==> src/rtl/xm_pkg.sv <==
`timescale 1ns/1ps
package xm_pkg;
  // Pipeline depth: log2(M) half-cleaner ranks plus the pair rank.
  function automatic int unsigned xm_depth(input int unsigned m);
    return $clog2(m) + 1;
  endfunction
endpackage

==> src/rtl/xm_cx.sv <==
`timescale 1ns/1ps
// Unsigned compare-exchange: smaller key to lo, larger to hi.
module xm_cx #(
  parameter int W = 8
) (
  input  logic [W-1:0] x,
  input  logic [W-1:0] y,
  output logic [W-1:0] lo,
  output logic [W-1:0] hi
);
  logic swap;
  assign swap = x > y;
  assign lo   = swap ? y : x;
  assign hi   = swap ? x : y;
endmodule

==> src/rtl/xm_half_rank.sv <==
`timescale 1ns/1ps
// One registered half-cleaner rank applied to two independent M-lane blocks.
module xm_half_rank #(
  parameter int W = 8,
  parameter int M = 4,
  parameter int D = 2
) (
  input  logic             clk,
  input  logic             rst,
  input  logic             en,
  input  logic             d_valid,
  input  logic [2*M*W-1:0] d_keys,
  output logic             q_valid,
  output logic [2*M*W-1:0] q_keys
);
  localparam int N  = 2 * M;
  localparam int SW = W + $clog2(N) + 1;

  logic [W-1:0] nx [N];

  for (genvar i = 0; i < N; i++) begin : g_lane
    if (((i % M) & D) == 0) begin : g_pair
      xm_cx #(.W(W)) u_cx (
        .x (d_keys[i*W +: W]),
        .y (d_keys[(i+D)*W +: W]),
        .lo(nx[i]),
        .hi(nx[i+D])
      );
    end
  end

  always_ff @(posedge clk) begin
    if (rst)     q_valid <= 1'b0;
    else if (en) q_valid <= d_valid;
  end

  always_ff @(posedge clk) begin
    if (en)
      for (int i = 0; i < N; i++) q_keys[i*W +: W] <= nx[i];
  end

  logic [SW-1:0] d_sum, q_sum;
  always_comb begin
    d_sum = '0;
    q_sum = '0;
    for (int i = 0; i < N; i++) begin
      d_sum = d_sum + SW'(d_keys[i*W +: W]);
      q_sum = q_sum + SW'(q_keys[i*W +: W]);
    end
  end

  // a loaded rank holds exactly the keys it was given
  a_r5_rank_sum_kept: assert property (@(posedge clk) disable iff (rst)
    (q_valid && $past(en)) |-> (q_sum == $past(d_sum)));
endmodule

==> src/rtl/xm_pair_rank.sv <==
`timescale 1ns/1ps
// Registered final rank: interleave E (lanes 0..M-1) with O (lanes M..2M-1)
// and compare-exchange the output pairs (2i, 2i+1).
module xm_pair_rank #(
  parameter int W = 8,
  parameter int M = 4
) (
  input  logic             clk,
  input  logic             rst,
  input  logic             en,
  input  logic             d_valid,
  input  logic [2*M*W-1:0] d_keys,
  output logic             q_valid,
  output logic [2*M*W-1:0] q_keys
);
  localparam int N  = 2 * M;
  localparam int SW = W + $clog2(N) + 1;

  logic [W-1:0] nx [N];

  for (genvar i = 0; i < M; i++) begin : g_pair
    xm_cx #(.W(W)) u_cx (
      .x (d_keys[i*W +: W]),
      .y (d_keys[(M+i)*W +: W]),
      .lo(nx[2*i]),
      .hi(nx[2*i+1])
    );
  end

  always_ff @(posedge clk) begin
    if (rst)     q_valid <= 1'b0;
    else if (en) q_valid <= d_valid;
  end

  always_ff @(posedge clk) begin
    if (en)
      for (int i = 0; i < N; i++) q_keys[i*W +: W] <= nx[i];
  end

  logic [SW-1:0] d_sum, q_sum;
  always_comb begin
    d_sum = '0;
    q_sum = '0;
    for (int i = 0; i < N; i++) begin
      d_sum = d_sum + SW'(d_keys[i*W +: W]);
      q_sum = q_sum + SW'(q_keys[i*W +: W]);
    end
  end

  // the pair rank neither loses nor copies a key
  a_r5_pair_sum_kept: assert property (@(posedge clk) disable iff (rst)
    (q_valid && $past(en)) |-> (q_sum == $past(d_sum)));
endmodule

==> src/rtl/xm_cross_merge.sv <==
`timescale 1ns/1ps
// Two sorted M-key lists in, one sorted 2M-key list out. M must be a power of two, >= 2.
module xm_cross_merge
  import xm_pkg::*;
#(
  parameter int W = 8,
  parameter int M = 4
) (
  input  logic             clk,
  input  logic             rst,
  input  logic             in_valid,
  output logic             in_ready,
  input  logic [M*W-1:0]   in_a,
  input  logic [M*W-1:0]   in_b,
  output logic             out_valid,
  input  logic             out_ready,
  output logic [2*M*W-1:0] out_keys
);
  localparam int H   = M / 2;
  localparam int K   = $clog2(M);
  localparam int N   = 2 * M;
  localparam int LAT = xm_depth(M);

  logic             en;
  logic [N*W-1:0]   lanes0;
  logic [N*W-1:0]   st_keys [K+1];
  logic             st_vld  [K+1];

  assign en       = out_ready;
  assign in_ready = out_ready;

  // Block 0 builds E from Even(A) ascending then Odd(B) descending (bitonic);
  // block 1 builds O from Even(B) ascending then Odd(A) descending.
  always_comb begin
    for (int j = 0; j < H; j++) begin
      lanes0[j*W +: W]         = in_a[(2*j)*W +: W];
      lanes0[(H+j)*W +: W]     = in_b[(2*(H-1-j)+1)*W +: W];
      lanes0[(M+j)*W +: W]     = in_b[(2*j)*W +: W];
      lanes0[(M+H+j)*W +: W]   = in_a[(2*(H-1-j)+1)*W +: W];
    end
  end

  assign st_keys[0] = lanes0;
  assign st_vld[0]  = in_valid;

  for (genvar s = 0; s < K; s++) begin : g_rank
    xm_half_rank #(.W(W), .M(M), .D(M >> (s + 1))) u_rank (
      .clk    (clk),
      .rst    (rst),
      .en     (en),
      .d_valid(st_vld[s]),
      .d_keys (st_keys[s]),
      .q_valid(st_vld[s+1]),
      .q_keys (st_keys[s+1])
    );
  end

  xm_pair_rank #(.W(W), .M(M)) u_pair (
    .clk    (clk),
    .rst    (rst),
    .en     (en),
    .d_valid(st_vld[K]),
    .d_keys (st_keys[K]),
    .q_valid(out_valid),
    .q_keys (out_keys)
  );

  logic sorted_ok;
  always_comb begin
    sorted_ok = 1'b1;
    for (int i = 0; i + 1 < N; i++)
      if (out_keys[i*W +: W] > out_keys[(i+1)*W +: W]) sorted_ok = 1'b0;
  end

  // a valid output is in ascending order
  a_r3_output_sorted: assert property (@(posedge clk) disable iff (rst)
    out_valid |-> sorted_ok);

  // a stalled valid output stays valid
  a_r6_hold_valid: assert property (@(posedge clk) disable iff (rst)
    (out_valid && !out_ready) |=> out_valid);

  // a stalled valid output keeps its keys
  a_r6_hold_keys: assert property (@(posedge clk) disable iff (rst)
    (out_valid && !out_ready) |=> $stable(out_keys));

  initial begin
    if (LAT != K + 1) $error("depth mismatch");
  end
endmodule

==> config.mk <==
export PLATFORM = sky130hd
export DESIGN_NAME = xm_cross_merge
export DESIGN_NICKNAME = d
export VERILOG_FILES = /design/src/rtl/xm_pkg.sv /design/src/rtl/xm_cx.sv /design/src/rtl/xm_half_rank.sv /design/src/rtl/xm_pair_rank.sv /design/src/rtl/xm_cross_merge.sv
export SDC_FILE = /design/constraint.sdc
export NUM_CORES = 1
export LEC_CHECK = 0
export ABC_AREA = 0
export BUFFER_PORTS_ARGS = -buffer_cell sky130_fd_sc_hd__clkbuf_2
export CORE_UTILIZATION = 45
export CTS_CLUSTER_DIAMETER = 200
export CTS_CLUSTER_SIZE = 28
export DETAILED_ROUTE_END_ITERATION = 7
export GPL_TIMING_DRIVEN = 0
export MAX_ROUTING_LAYER = met4
export SLEW_MARGIN = 0
export SYNTH_ARGS = -nofsm -noshare
export SYNTH_HDL_FRONTEND = slang
export SYNTH_HIERARCHICAL = 1
export SYNTH_SLANG_ARGS = --single-unit
==> constraint.sdc <==
create_clock -name clk -period 3.4 [get_ports clk]
set_input_delay 0.51 -clock clk [delete_from_list [all_inputs] [get_ports clk]]
set_output_delay 0.51 -clock clk [all_outputs]
set_load 0.05 [all_outputs]
==> impl_metrics.yaml <==
outcome:
  status: "finished clean"
timing:
  rsz0062_at_grt: "no"
  tightest_slew_ns: 0.6289
  finalCritPeriodShare_pct: 66.71
  maxSlewViolCount: 0
  fmax_ghz: 0.4409
  fin_skew_ns: 0.01804
  finalSetupViolations: 0
  layout_min_cycle_time_ns: 2.268
  fin_ws_ns: 1.132
  relSlewSlack_pct: 58.07
  whs_ns: 0.2509
  hold_viol: 0
grt:
  grt_use_total_pct: 17.84
  antenna_found_initial: 0
  overflow: 0
  grt_pass1_vias: 6455
  met1_usage_pct: 22.67
  busiest_layer: "met2"
  grt_max_degree: 118
  use_met2_pct: 29.51
  grt_first_pass_wirelength_um: 34420
  gr-usage-met3_pct: 2.470
routing:
  drc: 0
  first_iter_violations: 316
  drt.antenna.violating_nets: 0
  vias: 6216
  viasPerCell: 5.078
  wl_per_cell_um: 17.98
  first_pass_iters: 5
  drt_wl_total_um: 22010
synth:
  yosys_warnings: 6
  netlist_instances: 730
  yosysSeqAreaShare_pct: 50.24
  syn-num-nets: 894
  synth_cell_type_count: 19
  synth-seq-cells: 195
  synth_area_um2: 11590
  synth_area_per_cell_um2: 15.88
clocking:
  cts_repair_resize_count: 0
  ctsHoldBuffers: 0
  clockRootBuffer: "clkbuf_16"
  cts_tree: "built"
  clkSinkCount: 195
  cts_buffers: 17
  htreeDepth: 4
  clock_latency_ns: 0.43
  cts_max_path_buffers: 2
  clkTransAtPathRegs_ns: 0.08
  post_cts_buffers: 0
placed_design:
  dp_hpwl_um: 17410
  dp_slack_ns: 0.9193
  portBuffers: 133
  place_congestion: 0.8692
floorplan:
  die_y_um: 162.5
  fp.dieW_um: 162.5
  die_area_um2: 26410
  num_rows: 58
  io_pins: 134
  start_util_pct: 45.91
  coreArea_um2: 25250
pwr:
  p_per_area_nw_per_um2: 624.5
  leakage_nw: 5.802
  ir_drop_mv: 0.2915
final_layout:
  fillers: 2133
  syn_to_final_growth_pct: 14.28
  nNetsFinal: 1047
  drive_gt1_share_pct: 48.88
  utilization_pct: 52.47
  n_antenna_cell: 0
critical_path:
  end_kind: "flop"
  worstPathArrival_ns: 2.43
  reg2reg_slack_ns: 1.13
  crit_type: "flop to flop"
  required_ns: 3.56
  worst-path-max-fanout: 10
  cp-start-kind: "flop"
min_path:
  hp-class: "input port to flop"
run:
  maxCapViolations: 0
cells in the mapped netlist (all sizes together):
| cell | n | share of area, % |
|---|---|---|
| a21oi | 48 | 2.5 |
| buf | 13 | 2.1 |
| dfxtp | 3 | 0.52 |
| edfxtp | 192 | 50 |
| ha | 96 | 10 |
| inv | 96 | 3.1 |
| mux2 | 192 | 23 |
| mux2i | 3 | 0.26 |
| nand2 | 12 | 0.39 |
| nand4 | 24 | 1.9 |
| nor2 | 3 | 0.097 |
| nor2b | 12 | 1.4 |
| o211ai | 12 | 1.3 |
| o21ai | 12 | 1.7 |
| o22ai | 12 | 2.1 |
logic make-up after synthesis:
kind of cell / Yosys count / synth area share [%]
compound gates: 84 / 7.510
fa+ha+maj: 96 / 10.36
buf+inv: 109 / 5.244
flops: 195 / 50.24
mux: 195 / 22.79
simple gates: 51 / 3.852
placed cells by master (no fill, tap or decap), drive strengths merged:
master    instances
clkinvlp          4
nand2            12
clkbuf          152
nor2              3
edfxtp          192
o211ai           12
ha               96
dfxtp             3
o22ai            12
clkinv            4
bufinv            1
buf              14
a21oi            48
mux2            192
nor2b            12
nand4            24
mux2i             3
inv              98
o21ai            12
worst paths after layout:
check,cells past startpoint,start,end
hold / removal,2,rst,g_rank[1].u_rank/q_valid
hold reg to reg,2,g_rank[1].u_rank/q_valid,g_rank[1].u_rank/q_valid
setup / recovery,8,g_rank[0].u_rank/q_keys[41],g_rank[1].u_rank/q_keys[44]
setup reg to reg,8,g_rank[0].u_rank/q_keys[41],g_rank[1].u_rank/q_keys[44]
stage by stage:
| stage | TNS [ns] | total power (W) | area, um2 | cells |
|---|---|---|---|---|
| 5_1_grt | 0 | 0.008666 | 13250 | 1224 |
| 6_report | 0 | 0.008275 | 13250 | 1224 |
| 3_5_place_dp | 0 | 0.006479 | 12710 | 1194 |
| 2_1_floorplan | 0 | 0.005815 | 11590 | 730 |
| 4_1_cts | 0 | 0.008375 | 13250 | 1224 |
| 3_3_place_gp | -177.89 | 0.006415 | 12670 | 1193 |
sequential cells by signal, summed over array words and instances (netlist names):
register,flops
g_rank.u_rank/q_keys,128
u_pair/q_keys,64
g_rank.u_rank/q_valid,2
u_pair/q_valid,1
area by class of cell:
cell class | instances | area [um2] | share of cell area [%]
repair buffers | 134 | 701.9 | 5.297
clock buffers | 19 | 432.9 | 3.267
inverters | 96 | 360.3 | 2.720
multi-input cells | 426 | 5161 | 38.95
well taps | 330 | 412.9 | 3.116
plain buffers | 13 | 247.7 | 1.870
flip-flops and latches | 195 | 5826 | 43.97
clock inverters | 11 | 107.6 | 0.8121
layer usage:
layer  vias up  wire (um)
met5         -          0
met4         0        354
met3        17        615
met2       122      10740
met1      3008      10300
li1       3069          -
report_power, final:
part | switching [W] | internal, W | total, W
logic | 0.00159 | 0.00139 | 0.00299
clock network | 0.000860 | 0.00101 | 0.00187
registers | 0.000243 | 0.00318 | 0.00342
total | 0.00270 | 0.00558 | 0.00828
worst max-delay path, cell delays in order (launching register included):
cell and delay [ns]:
edfxtp_1 0.41, inv_1 0.07, ha_1 0.34, nor2b_4 0.15
o211ai_2 0.14, a21oi_2 0.09, o22ai_4 0.27, buf_12 0.19
mux2_4 0.33
Note: power is estimated with default switching activity, not from simulation.
